$ cat config.mk
export PLATFORM = sky130hd
export DESIGN_NAME = unlock_seq_detect
export DESIGN_NICKNAME = d
export VERILOG_FILES = /design/src/rtl/unlock_pkg.sv /design/src/rtl/bus_cycle_decode.sv /design/src/rtl/key_matcher.sv /design/src/rtl/unlock_seq_detect.sv
export SDC_FILE = /design/constraint.sdc
export NUM_CORES = 1
export LEC_CHECK = 0
export BUFFER_PORTS_ARGS = -buffer_cell sky130_fd_sc_hd__buf_2
export CAP_MARGIN = 25
export CORE_MARGIN = 4
export CORE_UTILIZATION = 30
export CTS_BUF_LIST = sky130_fd_sc_hd__clkbuf_2
export CTS_CLUSTER_SIZE = 30
export DETAILED_ROUTE_END_ITERATION = 7
export GPL_TIMING_DRIVEN = 0
export SYNTH_ARGS = -nofsm -noshare
export SYNTH_HDL_FRONTEND = slang
export SYNTH_SLANG_ARGS = --single-unit
$ cat constraint.sdc
create_clock -name clk_i -period 4.2 [get_ports clk_i]
set_input_delay 0.42 -clock clk_i [delete_from_list [all_inputs] [get_ports clk_i]]
set_output_delay 0.42 -clock clk_i [all_outputs]
set_load 0.05 [all_outputs]
$ cat src/rtl/unlock_pkg.sv
package unlock_pkg;
  typedef enum logic [1:0] {
    ST_IDLE   = 2'd0,
    ST_ARMED  = 2'd1,
    ST_FROZEN = 2'd2,
    ST_DIVERT = 2'd3
  } ustate_e;
endpackage

$ cat src/rtl/bus_cycle_decode.sv
module bus_cycle_decode (
  input  logic clk_i,
  input  logic rst_ni,
  input  logic ce_ni,
  input  logic oe_ni,
  input  logic we_ni,
  input  logic dq0_i,
  output logic wr_o,
  output logic rd_o,
  output logic bit_o
);
  logic act_now, act_q, wr_q, bit_q, done;

  assign act_now = ~ce_ni & (~we_ni | ~oe_ni);

  always_ff @(posedge clk_i or negedge rst_ni) begin
    if (!rst_ni) begin
      act_q <= 1'b0;
      wr_q  <= 1'b0;
      bit_q <= 1'b0;
    end else begin
      act_q <= act_now;
      if (act_now) begin
        wr_q  <= ~we_ni;
        bit_q <= dq0_i;
      end
    end
  end

  // cycle ends on the trailing edge of the combined strobe
  assign done  = act_q & ~act_now;
  assign wr_o  = done & wr_q;
  assign rd_o  = done & ~wr_q;
  assign bit_o = bit_q;

  assert_ce_ignored_R2: assert property (@(posedge clk_i) disable iff (!rst_ni)
    (ce_ni && $past(ce_ni)) |-> !(wr_o || rd_o));
endmodule

$ cat src/rtl/key_matcher.sv
module key_matcher
  import unlock_pkg::*;
#(
  parameter int          KEY_W    = 64,
  parameter logic [63:0] KEY      = 64'hA5C3_3C5A_96E1_1E69,
  parameter int          XFER_LEN = 64
) (
  input  logic clk_i,
  input  logic rst_ni,
  input  logic wr_i,
  input  logic rd_i,
  input  logic bit_i,
  output logic unlock_o,
  output logic ram_sel_o
);
  localparam int PTR_W = $clog2(KEY_W);
  localparam int CNT_W = $clog2(XFER_LEN + 1);

  ustate_e          state_q, state_d;
  logic [PTR_W-1:0] ptr_q, ptr_d;
  logic [CNT_W-1:0] cnt_q, cnt_d;
  logic             unlock_q, unlock_d;
  logic             key_bit, last_bit, last_xfer;

  assign key_bit   = KEY[ptr_q];
  assign last_bit  = (ptr_q == PTR_W'(KEY_W - 1));
  assign last_xfer = (cnt_q == CNT_W'(XFER_LEN - 1));

  always_comb begin
    state_d  = state_q;
    ptr_d    = ptr_q;
    cnt_d    = cnt_q;
    unlock_d = 1'b0;
    if (state_q == ST_DIVERT) begin
      if (wr_i || rd_i) begin
        if (last_xfer) begin
          state_d = ST_IDLE;
          cnt_d   = '0;
        end else begin
          cnt_d = cnt_q + 1'b1;
        end
      end
    end else if (rd_i) begin
      state_d = ST_ARMED;
      ptr_d   = '0;
    end else if (wr_i && state_q == ST_ARMED) begin
      if (bit_i == key_bit) begin
        if (last_bit) begin
          state_d  = ST_DIVERT;
          ptr_d    = '0;
          cnt_d    = '0;
          unlock_d = 1'b1;
        end else begin
          ptr_d = ptr_q + 1'b1;
        end
      end else begin
        state_d = ST_FROZEN;
      end
    end
  end

  always_ff @(posedge clk_i or negedge rst_ni) begin
    if (!rst_ni) begin
      state_q  <= ST_IDLE;
      ptr_q    <= '0;
      cnt_q    <= '0;
      unlock_q <= 1'b0;
    end else begin
      state_q  <= state_d;
      ptr_q    <= ptr_d;
      cnt_q    <= cnt_d;
      unlock_q <= unlock_d;
    end
  end

  assign unlock_o  = unlock_q;
  assign ram_sel_o = (state_q != ST_DIVERT);

  assert_unlock_single_R7: assert property (@(posedge clk_i) disable iff (!rst_ni)
    unlock_q |=> !unlock_q);
  assert_unlock_diverts_R9: assert property (@(posedge clk_i) disable iff (!rst_ni)
    unlock_q |-> !ram_sel_o);
  assert_divert_range_R9: assert property (@(posedge clk_i) disable iff (!rst_ni)
    (state_q == ST_DIVERT) |-> (cnt_q < CNT_W'(XFER_LEN)));
  assert_read_rewinds_R6: assert property (@(posedge clk_i) disable iff (!rst_ni)
    (rd_i && state_q != ST_DIVERT) |=> (state_q == ST_ARMED && ptr_q == '0));
  assert_frozen_hold_R5: assert property (@(posedge clk_i) disable iff (!rst_ni)
    (state_q == ST_FROZEN && !rd_i) |=> (state_q == ST_FROZEN));
  assert_ptr_idle_R4: assert property (@(posedge clk_i) disable iff (!rst_ni)
    (state_q == ST_ARMED && !rd_i && !wr_i) |=> $stable(ptr_q));
endmodule

$ cat src/rtl/unlock_seq_detect.sv
module unlock_seq_detect #(
  parameter int          KEY_W    = 64,
  parameter logic [63:0] KEY      = 64'hA5C3_3C5A_96E1_1E69,
  parameter int          XFER_LEN = 64
) (
  input  logic clk_i,
  input  logic rst_ni,
  input  logic ce_ni,
  input  logic oe_ni,
  input  logic we_ni,
  input  logic dq0_i,
  output logic unlock_o,
  output logic ram_sel_o
);
  logic cyc_wr, cyc_rd, cyc_bit;

  bus_cycle_decode u_dec (
    .clk_i  (clk_i),
    .rst_ni (rst_ni),
    .ce_ni  (ce_ni),
    .oe_ni  (oe_ni),
    .we_ni  (we_ni),
    .dq0_i  (dq0_i),
    .wr_o   (cyc_wr),
    .rd_o   (cyc_rd),
    .bit_o  (cyc_bit)
  );

  key_matcher #(
    .KEY_W    (KEY_W),
    .KEY      (KEY),
    .XFER_LEN (XFER_LEN)
  ) u_match (
    .clk_i     (clk_i),
    .rst_ni    (rst_ni),
    .wr_i      (cyc_wr),
    .rd_i      (cyc_rd),
    .bit_i     (cyc_bit),
    .unlock_o  (unlock_o),
    .ram_sel_o (ram_sel_o)
  );
endmodule

==> summary.md, run 1 <==
| Metric | Value |
|---|---|
| Run status | finished, final reports clean |
| H-tree depth | 1 |
| Routed WL | 2630 um |
| Unrepaired setup endpoints after global routing | no |
| Cts hold-fix bufs | 1 |
| Mapped Cells | 145 |
| Postcts setup bufs | 0 |
| Finished Cell Area | 0.00140 mm2 |
| Dpl ws | 1500 ps |
| Max_slew headroom | 66.8% |
| Startpoint Class | flop |
| Max Cap Viol | 0 |
| Vias per inst | 5.05 |
| CP Max Fanout | 6 |
| Nets | 168 |
| Vias in the first global route | 1014 |
| Clock buffer depth | 2 |
| VDD IR-drop max | 0.239 mV |
| WS Path Type | flop to flop |
| Vias | 1045 |
| Total GRT Usage | 11.1% |
| Routability cong. | 0.858 |
| Yosys cell types | 36 |
| Area Overhead vs Synth | 10.1% |
| Synthesized flop and latch total | 19 |
| Worst slew pin tran | 484 ps |
| YS warnings | 0 |
| Synth area leaders | dfrtp_1 37%, mux2i_1 7.1%, nand2_1 5.6% |
| Die footprint | 0.00533 mm2 |
| TritonCTS clock tree | done |
| Row cnt | 23 |
| Placed wire-length estimate | 1950 um |
| Mapped Area | 0.00127 mm2 |
| Clock slew at reported path FFs | 180 ps |
| Number of cells on the worst hold path | 2 |
| Die Y | 73.0 um |
| Sequential element share of the synthesized area | 37.5% |
| Root Driver | clkbuf_2 |
| CP Data Required Time | 4430 ps |
| Post_cts resized | 0 |
| CP max stage cell | dfrtp_1 |
| Fin worst setup slack | 1490 ps |
| Number of port buffers | 7 |
| # diodes | 0 |
| Initial Utilization | 31.3% |
| Largest net degree at the start of global routing | 20 |
| P_leak | 0.646 nW |
| Clk sinks | 19 |
| Critical path depth in cells | 8 |
| Worst R2R Path Depth | 8 |
| Post-synth top area cell | dfrtp_1 |
| Slowest stage delay, CP | 490 ps |
| WL per Instance | 12.7 um |
| ANT nets after route | 0 |
| Clock Latency Late Sink | 310 ps |
| CP Capture Type | flop |
| IO Pins | 8 |
| Share of layout cells above drive strength 1 | 14.0% |
| Final Hold Fails | 0 |
| First-pass GRT wire length | 4680 um |
| Die Wd | 73.0 um |
| P per Cell Area | 535 mW/mm2 |
| Critical path's most frequent cell | mux2i_1 |
| Fin crit share | 64.5% |
| Worst hold path class | input port to flop |
| DRC | 0 |
| Iter 0 DRT Violations | 29 |
| Overflow after GRT | 0 |
| Clk_skew | 9.21 ps |
| # setup viols final | 0 |
| CP bufs+invs | 1 |
| Pre-Repair DR Iteration Count | 4 |
| Avg Inst Size Synth | 8.75 um2 |
| CP arrival | 2940 ps |
| Family with the most delay on the worst path | compound AO/OA/AOI/OAI gates |
| Syn_nets | 155 |
| Top cell type's share of synthesized area | 37.5% |
| Max Freq | 0.369 GHz |
| Setup TNS | 0 ps |
| Placed inst area | 0.00137 mm2 |
| Fillers | 415 |
| Initial antenna violation count | 0 |
| TritonCTS Buffers | 3 |
| Final min period | 2710 ps |
| Crit path cell chain | inv_1 -> ha_1 -> mux2i_1 -> mux2i_1 -> nor4b_4 -> xnor2_1 -> a311o_1 -> a211o_1 |
| Slew Limit Fails | 0 |
| Core ar. | 0.00406 mm2 |
## logic make-up after synthesis
family                   count (synthesis)  share of synthesized area, %
AO/OA/AOI/OAI                           31                          15.8
XOR/XNOR                                 2                          1.38
adder cells (fa/ha/maj)                  4                          3.94
buffers and inverters                   15                          5.32
flip-flops                              19                          37.5
multiplexers                            10                          8.88
AND/OR/NAND/NOR                         64                          27.2
## Yosys cell counts (all sizes together)
| master | number |
|---|---|
| a211o | 2 |
| a21o | 2 |
| a21oi | 7 |
| a311o | 1 |
| a31o | 1 |
| a31oi | 5 |
| a41oi | 1 |
| and2 | 1 |
| and3 | 4 |
| and4 | 1 |
| buf | 5 |
| clkbuf | 1 |
| dfrtp | 19 |
| ha | 4 |
| inv | 9 |
| mux2i | 10 |
| nand2 | 19 |
| nand3 | 10 |
| nand3b | 3 |
| nand4 | 3 |
| nor2 | 7 |
| nor3 | 8 |
| nor3b | 1 |
| nor4b | 1 |
| o21a | 1 |
| o21ai | 7 |
| o21bai | 1 |
| o2bb2ai | 1 |
| o31ai | 2 |
| or2 | 1 |
| or3 | 2 |
| or3b | 3 |
| xnor2 | 2 |
## worst paths after layout
path	to	start	slack (ps)
max	u_match.state_q[1]	u_match.ptr_q[0]	1490
min in group asynchronous	u_match.state_q[0]	rst_ni	530
min reg2reg	u_match.cnt_q[6]	u_match.cnt_q[6]	510
min	u_dec.wr_q	ce_ni	270
max in group asynchronous	u_match.ptr_q[0]	rst_ni	3370
max reg2reg	u_match.state_q[1]	u_match.ptr_q[0]	1490
## cells in the final DEF, fill, tap and decap left out, types with 3 or more instances in the layout
cell type  instances
clkbuf_2           4
o21ai_0            7
a21oi_1            7
ha_1               4
nand3_1           10
inv_1              9
mux2i_1            9
dfrtp_1           19
nor3_1             8
nand4_1            3
nand3b_1           3
and3_1             4
or3b_2             3
nor2_1             7
nand2_1           19
buf_2             10
a31oi_1            5
## routing by layer
layer,wire length [um],track usage (%),share of wire (%)
met1,1340,15.1,51
met4,31,4.51,1.2
met2,1230,17.5,47
met3,31,1.52,1.2
met5,0,0,0
## worst reg2reg max path, stage by stage, from the launching register on
cell     delay (ps)
dfrtp_1         490
inv_1           110
ha_1            360
mux2i_1         190
mux2i_1         210
nor4b_4         370
xnor2_1         240
a311o_1         380
a211o_1         290
## metrics by stage
stage	util (%)	power, mW	std cells	hold slack (ps)
after floorplan	-	0.587	145	124
after global placement	33.7	0.664	202	383
after detailed placement	33.7	0.667	202	388
after CTS	34.4	0.755	207	240
after global routing	34.4	0.819	207	256
final	34.4	0.747	207	266
## final cells by class
cell class	instances	area (um2)	share of cell area, %
Buffer	6	33.8	2.42
Clock buffer	4	20.0	1.43
Inverter	9	33.8	2.42
Multi-Input combinational cell	111	726	52.0
Sequential cell	19	475	34.1
Tap cell	50	62.6	4.48
Timing Repair Buffer	8	45.0	3.23
## power by group
part | leakage [nW] | switching (mW) | internal, mW
Clock | 0.0166 | 0.0575 | 0.0252
Combinational | 0.394 | 0.218 | 0.166
Sequential | 0.235 | 0.0488 | 0.231
Total | 0.646 | 0.325 | 0.422
## state kept, by name (all words and copies together), names as in the netlist
name and cells:
u_match.ptr_q 6, u_match.state_q 2, u_match.cnt_q 7, u_dec.bit_o 1, u_dec.wr_q 1, u_dec.act_q 1, u_match.unlock_o 1
Note: power is estimated with default switching activity, not from simulation.
==> inputs of run 2 (changes only) <==
clock period = 2.34 ns   (was 4.2 ns; I/O delays follow)
==> run 2 against run 1 <==
Clock skew is 8.4 ps lower. The flow now finishes with violations (negative setup slack). Largest cell class unchanged. First-iteration DRC count increased by 90%. Hold slack lost 180 ps. Critical path depth is the same. Combinational power increased to 3.2 times the previous value.
==> summary.md, run 2 (same netlist as run 1, synthesis figures left out) <==
| Metric | Value |
|---|---|
| Run status | finished with violations |
| Failing checks | negative setup slack |
| Fin crit share | 102% (+38 points) |
| Clock slew at reported path FFs | 180 ps (about the same) |
| VDD IR-drop max | 0.549 mV (+130%) |
| Routability cong. | 0.880 (+2.5%) |
| Max_slew headroom | 65.9% (-0.97 points) |
| Placed inst area | 0.00139 mm2 (+1.7%) |
| DR top layer | met4 |
| TritonCTS clock tree | done |
| Multi-input logic area | 850 um2 (+17%) |
| Vias | 1160 (+11%) |
| Placed wire-length estimate | 2170 um (+11%) |
| Final min period | 2400 ps (-311 ps) |
| Top reg by flops | u_match.cnt_q |
| # setup viols final | 5 (+5) |
| Root Driver | clkbuf_2 |
| CP Capture Type | flop |
| Number of port buffers | 7 (unchanged) |
| R2R Path End | u_match.state_q[1] |
| Share of layout cells above drive strength 1 | 29.9% (+16 points) |
| # diodes | 0 (unchanged) |
| Vias in the first global route | 1186 (+17%) |
| Most frequent cells in the layout | 19 x dfrtp_1, 18 x nand2_1, 10 x buf_2 |
| Unrepaired setup endpoints after global routing | yes |
| Core ar. | 0.00406 mm2 (unchanged) |
| Worst slew pin tran | 510 ps (+26.5 ps) |
| DRC | 0 (unchanged) |
| Most common cell after layout, fill and taps aside | dfrtp_1 |
| R2R Path Start | u_match.ptr_q[2] |
| Max Cap Viol | 0 (unchanged) |
| R2R setup slack | -60 ps (-1550 ps) |
| Flip-flop and latch area | 475 um2 (unchanged) |
| Startpoint Class | flop |
| CP Data Required Time | 2570 ps (-1860 ps) |
| Initial antenna violation count | 0 (unchanged) |
| Nets | 178 (+6.0%) |
| Largest net degree at the start of global routing | 20 (unchanged) |
| Worst Hold Launch | ce_ni |
| Top Registers | u_match.cnt_q: 7 flops, u_match.ptr_q: 6 flops, u_match.state_q: 2 flops |
| Max Freq | 0.417 GHz (+13%) |
| Clock Latency Late Sink | 310 ps (about the same) |
| Vias per inst | 5.35 (+5.9%) |
| Routed WL | 3100 um (+18%) |
| Pre-Repair DR Iteration Count | 5 (+1) |
| ANT nets after route | 0 (unchanged) |
| Clk sinks | 19 (unchanged) |
| Slew Limit Fails | 0 (unchanged) |
| Fin worst setup slack | -56.4 ps (-1550 ps) |
| Overflow after GRT | 0 (unchanged) |
| CP Max Fanout | 10 (+4) |
| First-pass GRT wire length | 5530 um (+18%) |
| Hold endpoint | u_dec.wr_q |
| Number of cells on the worst hold path | 2 (unchanged) |
| IO Pins | 8 (unchanged) |
| Met2 routed WL | 1630 um (+33%) |
| Worst R2R Path Depth | 8 (unchanged) |
| Total GRT Usage | 12.8% (+1.7 points) |
| Final Hold Fails | 0 (unchanged) |
| Metal1 wirelength | 1320 um (-1.3%) |
| Die Y | 73.0 um (unchanged) |
| WL per Instance | 14.3 um (+12%) |
| H-tree depth | 1 (unchanged) |
| TritonCTS Buffers | 3 (unchanged) |
| Die footprint | 0.00533 mm2 (unchanged) |
| Hold slack | 86.1 ps (-180 ps) |
| WS Path Type | flop to flop |
| Final Power | 1.91 mW (+160%) |
| CP arrival | 2620 ps (-320 ps) |
| Clk_skew | 0.763 ps (-8.44 ps) |
| Worst hold path class | input port to flop |
| Die Wd | 73.0 um (unchanged) |
| P per Cell Area | 1180 mW/mm2 (+120%) |
| Row cnt | 23 (unchanged) |
| Finished Cell Area | 0.00162 mm2 (+16%) |
| Largest register FFs | 7 (unchanged) |
| Fillers | 410 (-1.2%) |
| P_leak | 0.714 nW (+10%) |
| Iter 0 DRT Violations | 55 (+90%) |
| Initial Utilization | 31.3% (unchanged) |
| Area Overhead vs Synth | 27.6% |
| Clock buffer depth | 2 (unchanged) |
| WL met3 | 106 um (+240%) |
-- run 2: cell types whose count changed in the layout (fill, tap and decap cells not counted), moves of 4 or more --
| cell | delta |
|---|---|
| a21oi_1 | -4 |
| a21oi_2 | +4 |
| buf_4 | +6 |
| mux2i_1 | -4 |
| o21ai_0 | -4 |
-- run 2: per-layer routing --
layer | vias to the layer above | GRT usage [%]
met2 | 34 | 22.6
met1 | 544 | 15.8
li1 | 571 | -
met3 | 11 | 2.48
met5 | - | 0
met4 | 0 | 3.07
-- run 2: worst max-delay path, cell delays in order, from the launching register on --
cell and delay (ps):
dfrtp_1 450, buf_2 200, or3b_2 460, mux2i_2 230
nor4b_4 80, buf_6 140, xnor2_4 130, a311o_1 340
a211o_1 270
-- run 2: worst max-delay path by stage --
stage,start,end,slack [ps],cells past startpoint
after floorplan,u_match.ptr_q[0],u_match.state_q[1],10,8
after global placement,u_match.ptr_q[0],u_match.state_q[1],-250,8
after detailed placement,u_match.ptr_q[0],u_match.ptr_q[0],-330,8
after CTS,u_match.ptr_q[1],u_match.state_q[1],-120,8
after global routing,u_match.ptr_q[2],u_match.ptr_q[0],-180,9
final,u_match.ptr_q[2],u_match.state_q[1],-60,8
-- run 2: power by group --
group | internal (mW) | total, mW | switching (mW)
logic | 0.690 | 1.25 | 0.564
clock network | 0.0453 | 0.151 | 0.106
registers | 0.414 | 0.509 | 0.0954
-- run 2: timing repair --
action,4_1_cts,5_1_grt
setup endpoints to repair,15,14
endpoints found under the hold margin,19,0
resized for setup,9,17
hold buffers,1,0
pin swaps,3,12
setup buffers,6,5
-- run 2: layout make-up --
class                           instances  share of cell area [%]
Sequential cell                        19                    29.4
Inverter                                9                    2.09
Buffer                                  6                    2.09
Tap cell                               50                    3.86
Clock buffer                            4                    1.24
Multi-Input combinational cell        111                    52.5
Timing Repair Buffer                   18                    8.89
-- run 2: stage by stage --
| step | utilization [%] | TNS [ps] | setup slack [ps] | cells |
|---|---|---|---|---|
| 2_1_floorplan | - | 0 | 9.61 | 145 |
| 6_report | 39.9 | -209 | -56.4 | 217 |
| 5_1_grt | 39.9 | -1580 | -177 | 217 |
| 4_1_cts | 37.2 | -184 | -125 | 212 |
| 3_3_place_gp | 34.3 | -1680 | -253 | 202 |
| 3_5_place_dp | 34.3 | -2580 | -333 | 202 |
